--- config.mk ---
export PLATFORM = sky130hd
export DESIGN_NAME = gf2m_engine
export DESIGN_NICKNAME = d
export VERILOG_FILES = /design/src/rtl/gf2m_pkg.sv /design/src/rtl/gf2m_digit_step.sv /design/src/rtl/gf2m_msb_find.sv /design/src/rtl/gf2m_engine.sv
export SDC_FILE = /design/constraint.sdc
export NUM_CORES = 2
export LEC_CHECK = 0
export ABC_AREA = 0
export BUFFER_PORTS_ARGS = -buffer_cell sky130_fd_sc_hd__buf_2
export CAP_MARGIN = 5
export CORE_MARGIN = 2
export CORE_UTILIZATION = 40
export CTS_CLUSTER_SIZE = 14
export DETAILED_ROUTE_END_ITERATION = 10
export PLACE_DENSITY_LB_ADDON = 0.05
export SLEW_MARGIN = 10
export SYNTH_ARGS = -nofsm -noshare
export SYNTH_HDL_FRONTEND = slang
export SYNTH_HIERARCHICAL = 1
export SYNTH_SLANG_ARGS = --single-unit
--- constraint.sdc ---
create_clock -name clk -period 4.3 [get_ports clk]
set_input_delay 0.215 -clock clk [delete_from_list [all_inputs] [get_ports clk]]
set_output_delay 0.215 -clock clk [all_outputs]
set_load 0.01 [all_outputs]
--- src/rtl/gf2m_pkg.sv ---
package gf2m_pkg;
    typedef enum logic [1:0] {
        OP_CLR  = 2'd0,
        OP_COPY = 2'd1,
        OP_ADD  = 2'd2,
        OP_MUL  = 2'd3
    } gf_op_e;

    localparam logic [2:0] SEL_MOD = 3'd4;
endpackage

--- src/rtl/gf2m_digit_step.sv ---
module gf2m_digit_step #(
    parameter int FIELD_M = 61,
    parameter int DIGIT   = 4
) (
    input  logic [FIELD_M-1:0] acc_in,
    input  logic [FIELD_M-1:0] a_in,
    input  logic [FIELD_M:0]   poly,
    input  logic [DIGIT-1:0]   dig,
    output logic [FIELD_M-1:0] acc_out
);
    // Most-significant digit bit first: acc = acc*x mod p, then add a if bit set.
    logic [FIELD_M-1:0] stage [0:DIGIT];

    assign stage[0] = acc_in;

    for (genvar j = 0; j < DIGIT; j++) begin : g_bit
        logic [FIELD_M:0] shifted;
        logic [FIELD_M:0] folded;
        assign shifted = {stage[j], 1'b0};
        assign folded  = shifted[FIELD_M] ? (shifted ^ poly) : shifted;
        assign stage[j+1] = folded[FIELD_M-1:0] ^ (dig[DIGIT-1-j] ? a_in : '0);
    end

    assign acc_out = stage[DIGIT];
endmodule

--- src/rtl/gf2m_msb_find.sv ---
module gf2m_msb_find #(
    parameter int WORD_W = 32,
    localparam int POS_W = $clog2(WORD_W)
) (
    input  logic [WORD_W-1:0] word,
    output logic [POS_W-1:0]  pos,
    output logic              is_zero
);
    always_comb begin
        pos     = '0;
        is_zero = 1'b1;
        for (int i = 0; i < WORD_W; i++) begin
            if (word[i]) begin
                pos     = POS_W'(i);
                is_zero = 1'b0;
            end
        end
    end
endmodule

--- src/rtl/gf2m_engine.sv ---
module gf2m_engine
    import gf2m_pkg::*;
#(
    parameter int FIELD_M = 61,
    parameter int DIGIT   = 4,
    parameter int WORD_W  = 32,
    localparam int NWORDS = (FIELD_M + WORD_W) / WORD_W,
    localparam int IDX_W  = (NWORDS > 1) ? $clog2(NWORDS) : 1,
    localparam int POS_W  = $clog2(WORD_W)
) (
    input  logic              clk,
    input  logic              rst_n,
    input  logic              cmd_start,
    input  logic [1:0]        cmd_op,
    input  logic [1:0]        cmd_tgt,
    input  logic [1:0]        cmd_src0,
    input  logic [1:0]        cmd_src1,
    output logic              busy,
    output logic              done,
    input  logic              wr_en,
    input  logic [2:0]        wr_sel,
    input  logic [IDX_W-1:0]  wr_idx,
    input  logic [WORD_W-1:0] wr_data,
    input  logic              rd_en,
    input  logic [2:0]        rd_sel,
    input  logic [IDX_W-1:0]  rd_idx,
    output logic [WORD_W-1:0] rd_data,
    output logic [POS_W-1:0]  stat_msb,
    output logic              stat_zero
);
    localparam int REG_W   = NWORDS * WORD_W;
    localparam int NDIG    = (FIELD_M + DIGIT - 1) / DIGIT;
    localparam int PAD_W   = NDIG * DIGIT;
    localparam int LAT_MUL = 2 + NDIG;
    localparam int CNT_W   = $clog2(LAT_MUL) + 1;

    localparam logic [REG_W-1:0] OP_MASK  = {{(REG_W-FIELD_M){1'b0}}, {FIELD_M{1'b1}}};
    localparam logic [REG_W-1:0] MOD_MASK = {{(REG_W-FIELD_M-1){1'b0}}, {(FIELD_M+1){1'b1}}};
    localparam logic [REG_W-1:0] MOD_TOP  = REG_W'(1) << FIELD_M;

    typedef struct packed {
        logic                  busy;
        gf_op_e                op;
        logic [1:0]            tgt;
        logic [CNT_W-1:0]      cnt;
        logic [FIELD_M-1:0]    opa;
        logic [FIELD_M-1:0]    opb;
        logic [FIELD_M-1:0]    acc;
        logic [3:0][REG_W-1:0] regs;
        logic [REG_W-1:0]      modp;
        logic [WORD_W-1:0]     rdw;
        logic [POS_W-1:0]      msb;
        logic                  zero;
    } state_t;

    state_t s_d, s_q;

    // Digit selection for the multiplier, most significant digit first.
    logic [PAD_W-1:0]   bpad;
    logic [DIGIT-1:0]   dig;
    logic [FIELD_M-1:0] step_out;
    logic               in_digit;

    always_comb begin
        int didx;
        bpad     = PAD_W'(s_q.opb);
        in_digit = (s_q.cnt != '0) && (s_q.cnt <= CNT_W'(NDIG));
        didx     = in_digit ? (int'(s_q.cnt) - 1) : 0;
        dig      = bpad[didx*DIGIT +: DIGIT];
    end

    gf2m_digit_step #(
        .FIELD_M (FIELD_M),
        .DIGIT   (DIGIT)
    ) u_step (
        .acc_in  (s_q.acc),
        .a_in    (s_q.opa),
        .poly    (s_q.modp[FIELD_M:0]),
        .dig     (dig),
        .acc_out (step_out)
    );

    // Readback word selection and degree detection.
    logic [WORD_W-1:0] rd_word;
    logic [POS_W-1:0]  rd_pos;
    logic              rd_zero;

    always_comb begin
        int ridx;
        ridx    = int'(rd_idx);
        rd_word = '0;
        if (ridx < NWORDS) begin
            if (rd_sel < SEL_MOD)
                rd_word = s_q.regs[rd_sel[1:0]][ridx*WORD_W +: WORD_W];
            else if (rd_sel == SEL_MOD)
                rd_word = s_q.modp[ridx*WORD_W +: WORD_W];
        end
    end

    gf2m_msb_find #(
        .WORD_W (WORD_W)
    ) u_msb (
        .word    (rd_word),
        .pos     (rd_pos),
        .is_zero (rd_zero)
    );

    logic done_w;
    assign done_w = s_q.busy && (s_q.cnt == '0);

    always_comb begin
        logic [REG_W-1:0] wtmp;
        logic [REG_W-1:0] result;
        int widx;
        s_d    = s_q;
        wtmp   = '0;
        result = '0;
        widx   = int'(wr_idx);

        // Word loads, blocked while a command runs.
        if (wr_en && !s_q.busy && widx < NWORDS) begin
            if (wr_sel < SEL_MOD) begin
                wtmp = s_q.regs[wr_sel[1:0]];
                wtmp[widx*WORD_W +: WORD_W] = wr_data;
                s_d.regs[wr_sel[1:0]] = wtmp & OP_MASK;
            end else if (wr_sel == SEL_MOD) begin
                wtmp = s_q.modp;
                wtmp[widx*WORD_W +: WORD_W] = wr_data;
                s_d.modp = (wtmp & MOD_MASK) | MOD_TOP;
            end
        end

        // Command acceptance captures both sources.
        if (cmd_start && !s_q.busy) begin
            s_d.busy = 1'b1;
            s_d.op   = gf_op_e'(cmd_op);
            s_d.tgt  = cmd_tgt;
            s_d.opa  = s_q.regs[cmd_src0][FIELD_M-1:0];
            s_d.opb  = s_q.regs[cmd_src1][FIELD_M-1:0];
            s_d.acc  = '0;
            unique case (gf_op_e'(cmd_op))
                OP_CLR:  s_d.cnt = '0;
                OP_COPY: s_d.cnt = '0;
                OP_ADD:  s_d.cnt = CNT_W'(2);
                OP_MUL:  s_d.cnt = CNT_W'(LAT_MUL - 1);
                default: s_d.cnt = '0;
            endcase
        end else if (s_q.busy) begin
            if (s_q.cnt != '0) begin
                s_d.cnt = s_q.cnt - 1'b1;
                if (s_q.op == OP_MUL && in_digit)
                    s_d.acc = step_out;
            end else begin
                unique case (s_q.op)
                    OP_CLR:  result = '0;
                    OP_COPY: result = REG_W'(s_q.opa);
                    OP_ADD:  result = REG_W'(s_q.opa ^ s_q.opb);
                    OP_MUL:  result = REG_W'(s_q.acc);
                    default: result = '0;
                endcase
                s_d.regs[s_q.tgt] = result;
                s_d.busy = 1'b0;
            end
        end

        // Readback with implicit degree status.
        if (rd_en) begin
            s_d.rdw  = rd_word;
            s_d.msb  = rd_pos;
            s_d.zero = rd_zero;
        end
    end

    always_ff @(posedge clk or negedge rst_n) begin
        if (!rst_n) begin
            s_q      <= '0;
            s_q.op   <= OP_CLR;
            s_q.modp <= MOD_TOP | REG_W'(1);
            s_q.zero <= 1'b1;
        end else begin
            s_q <= s_d;
        end
    end

    assign busy      = s_q.busy;
    assign done      = done_w;
    assign rd_data   = s_q.rdw;
    assign stat_msb  = s_q.msb;
    assign stat_zero = s_q.zero;

    // Assertions next to the control and status logic.
    assert_done_single_R2: assert property (@(posedge clk) disable iff (!rst_n)
        done |=> !done);
    assert_busy_ends_with_done_R2: assert property (@(posedge clk) disable iff (!rst_n)
        $fell(busy) |-> $past(done));
    assert_accept_R2: assert property (@(posedge clk) disable iff (!rst_n)
        (cmd_start && !busy) |=> busy);
    assert_regs_frozen_R9: assert property (@(posedge clk) disable iff (!rst_n)
        (busy && !done) |=> $stable(s_q.regs));
    assert_mod_top_R9: assert property (@(posedge clk) disable iff (!rst_n)
        s_q.modp[FIELD_M] && ((s_q.modp & ~MOD_MASK) == '0));
    assert_status_zero_R11: assert property (@(posedge clk) disable iff (!rst_n)
        stat_zero == (rd_data == '0));
    assert_status_msb_R11: assert property (@(posedge clk) disable iff (!rst_n)
        !stat_zero |-> ((rd_data >> stat_msb) == WORD_W'(1)));
endmodule

==> metrics.md <==
| Metric | Value |
|---|---|
| Post-Syn Area | 0.0442 mm2 |
| FF-to-FF Start | s_q[541]$_DFFE_PN0P_ |
| PnR worst setup slack | -0.153 ns |
| Hpwl dp | 114000 um |
| Syn_area_per_cell | 8.91 um2 |
| Syn. warnings | 6 |
| Gate Count Post-Synth | 4961 |
| Violated checks | setup timing |
| Core box area | 0.109 mm2 |
| Worst slew margin | 18.1% |
| Critical path endpoint category | register |
| Total global-route track usage | 31.0% |
| Initial Util | 40.4% |
| Die area | 0.113 mm2 |
| CTS sink count | 549 |
| Clk slew on worst S/H paths | 0.06 ns |
| Via density | 6.00 |
| First-pass GRT wire length | 260000 um |
| Crit Path Category | reg2reg |
| Hold WC Path Type | in2async |
| RSZ-0062 raised after global routing | true |
| Grt total ovfl | 0 |
| Die Span Y | 336 um |
| Die W | 336 um |
| Status | finished with violations |
| Crit Reg-Reg Endpoint | s_q[360]$_DFFE_PN0P_ |
| Initial DRC count | 3534 |
| Cell row count | 121 |
| CP dominant cell by count | buf_6 |
| Period Utilization, post-route | 104% |
| Fmax | 225 MHz |
| Worst path cell trace | inv_2 -> buf_6 -> ha_4 -> buf_6 -> nand2b_4 -> o21a_1 -> buf_6 -> nor3_4 -> buf_2 -> nand2_1 -> a41oi_2 -> a22o_2 -> nand2_2 -> xnor2_2 -> xnor3_2 -> buf_6 -> xor2_4 -> buf_12 -> clkbuf_16 -> nand4_1 -> a211o_1 -> o211ai_1 -> nand2_1 -> o21ai_1 |
| CP peak stage delay | 0.45 ns |
| Antenna-violating nets left | 0 |
| Worst slew pin tran | 1.23 ns |
| Data required, critical path | 4.89 ns |
| Crit path time final | 4.45 ns |
| Slew Viols, Final | 0 |
| Via count | 39100 |
| Wire length per cell | 27.5 um |
| Clock Skew | 0.0273 ns |
| Crit path launch type | register |
| CTS tree | done |
| I/O pin total | 93 |
| IO Port Bufs | 92 |
| Arrival @ worst endpoint | 5.05 ns |
| # setup viols final | 60 |
| WL final | 179000 um |
| Layout cell share with drive strength beyond 1 | 25.4% |
| Crit path max fanout | 7 |
| DRC violations left | 0 |
| Clk_lat worst skew | 0.68 ns |
| R2R depth | 24 |
| Num CTS Buffers | 75 |
| Final net count | 5032 |
| Final Wtd Congestion | 0.927 |
| Setup TNS | -5.69 ns |
| Initial DRT Pass Iterations | 5 |
| Htree depth | 3 |
| Max-cap viol count | 0 |
| Clk buf depth | 3 |
| Setup slack, reg-to-reg | -0.15 ns |
| Hold Fails Final Rpt | 0 |
| Mapped Nets | 5016 |
| Synth-to-Final Area Change | 17.6% |
| Largest net degree at the start of global routing | 176 |
| CP max stage cell | xnor3_2 |
| Initial antenna violation count | 11 |
| Root Buffer | clkbuf_16 |
| Vias in the first global route | 37200 |
layer usage:
layer | wire length (um) | vias up | global-route usage, %
li1 | - | 17500 | -
met1 | 78700 | 19800 | 43.5
met2 | 81300 | 1455 | 48.7
met3 | 11200 | 313 | 4.53
met4 | 7620 | 8 | 11.5
met5 | 46 | - | 0
worst max-delay path: cells and delay by family, from the launching register on:
family | cells | cell delay [ns]
adders and majority gates | 1 | 0.14
AOI/OAI and AO/OA | 6 | 1.14
and+or+nand+nor | 6 | 0.63
buffers and inverters | 8 | 1.20
DFF | 1 | 0.39
xor gates and xnor gates | 3 | 0.88
through the flow:
stage | cell area (um2) | utilization, % | worst slack [ns] | std cells | hold slack, ns
finish | 52000 | 47.6 | -0.153 | 6514 | 0.209
global route | 52000 | 47.6 | -0.312 | 6513 | 0.245
CTS | 50800 | 46.5 | -0.0784 | 6487 | 0.198
detailed placement | 46900 | 43.0 | -0.220 | 6276 | 0.328
global placement | 46900 | 43.0 | -0.0615 | 6276 | 0.328
floorplan | 44200 | - | 0.0383 | 4961 | -0.0806
layout make-up:
type / count / area [um2]
inverters: 22 / 82.6
flip-flops and latches: 549 / 13800
fillers: 10400 / 57300
well taps: 1476 / 1850
multi-input cells: 3913 / 29400
diodes: 1 / 2.50
repair buffers: 416 / 4310
clock inverters: 25 / 362
clock buffers: 112 / 2200
timing repair:
action                                  in CTS  in global routing
hold buffers                                38                  0
resized for setup                           98                191
endpoints found under the hold margin      137                  0
pin swaps                                   50                 83
cloned                                       9                  7
endpoints found under the setup margin      60                 61
setup buffers                               28                 21
cell usage in the layout, fill, tap and decap left out, types with 41 or more instances in the layout:
| cell | instances |
|---|---|
| a211oi_2 | 53 |
| a21oi_1 | 292 |
| a31oi_1 | 57 |
| a32o_1 | 42 |
| and3_1 | 108 |
| buf_12 | 68 |
| buf_2 | 83 |
| buf_4 | 174 |
| clkbuf_16 | 82 |
| dfrtp_1 | 543 |
| mux2_2 | 162 |
| mux2i_1 | 125 |
| mux4_2 | 247 |
| nand2_1 | 1286 |
| nor2_1 | 285 |
| nor4b_4 | 41 |
| o21ai_0 | 346 |
| o21ai_1 | 47 |
| o21ba_2 | 42 |
| or2_2 | 54 |
| xnor2_1 | 134 |
| xnor3_1 | 57 |
| xor2_1 | 162 |
worst max-delay path by stage:
| stage | from | to | slack (ns) | depth (start not counted) |
|---|---|---|---|---|
| floorplan | s_q[541]$_DFFE_PN0P_ | s_q[359]$_DFFE_PN0P_ | 0.04 | 23 |
| global placement | s_q[541]$_DFFE_PN0P_ | s_q[373]$_DFFE_PN0P_ | -0.06 | 21 |
| detailed placement | s_q[541]$_DFFE_PN0P_ | s_q[405]$_DFFE_PN0P_ | -0.22 | 21 |
| CTS | s_q[541]$_DFFE_PN0P_ | s_q[406]$_DFFE_PN0P_ | -0.08 | 24 |
| global route | s_q[541]$_DFFE_PN0P_ | s_q[359]$_DFFE_PN0P_ | -0.31 | 24 |
| finish | s_q[541]$_DFFE_PN0P_ | s_q[360]$_DFFE_PN0P_ | -0.15 | 24 |
Power is not shown: default switching activity piles up to over one toggle a cycle in this logic, so the estimate is an artifact.
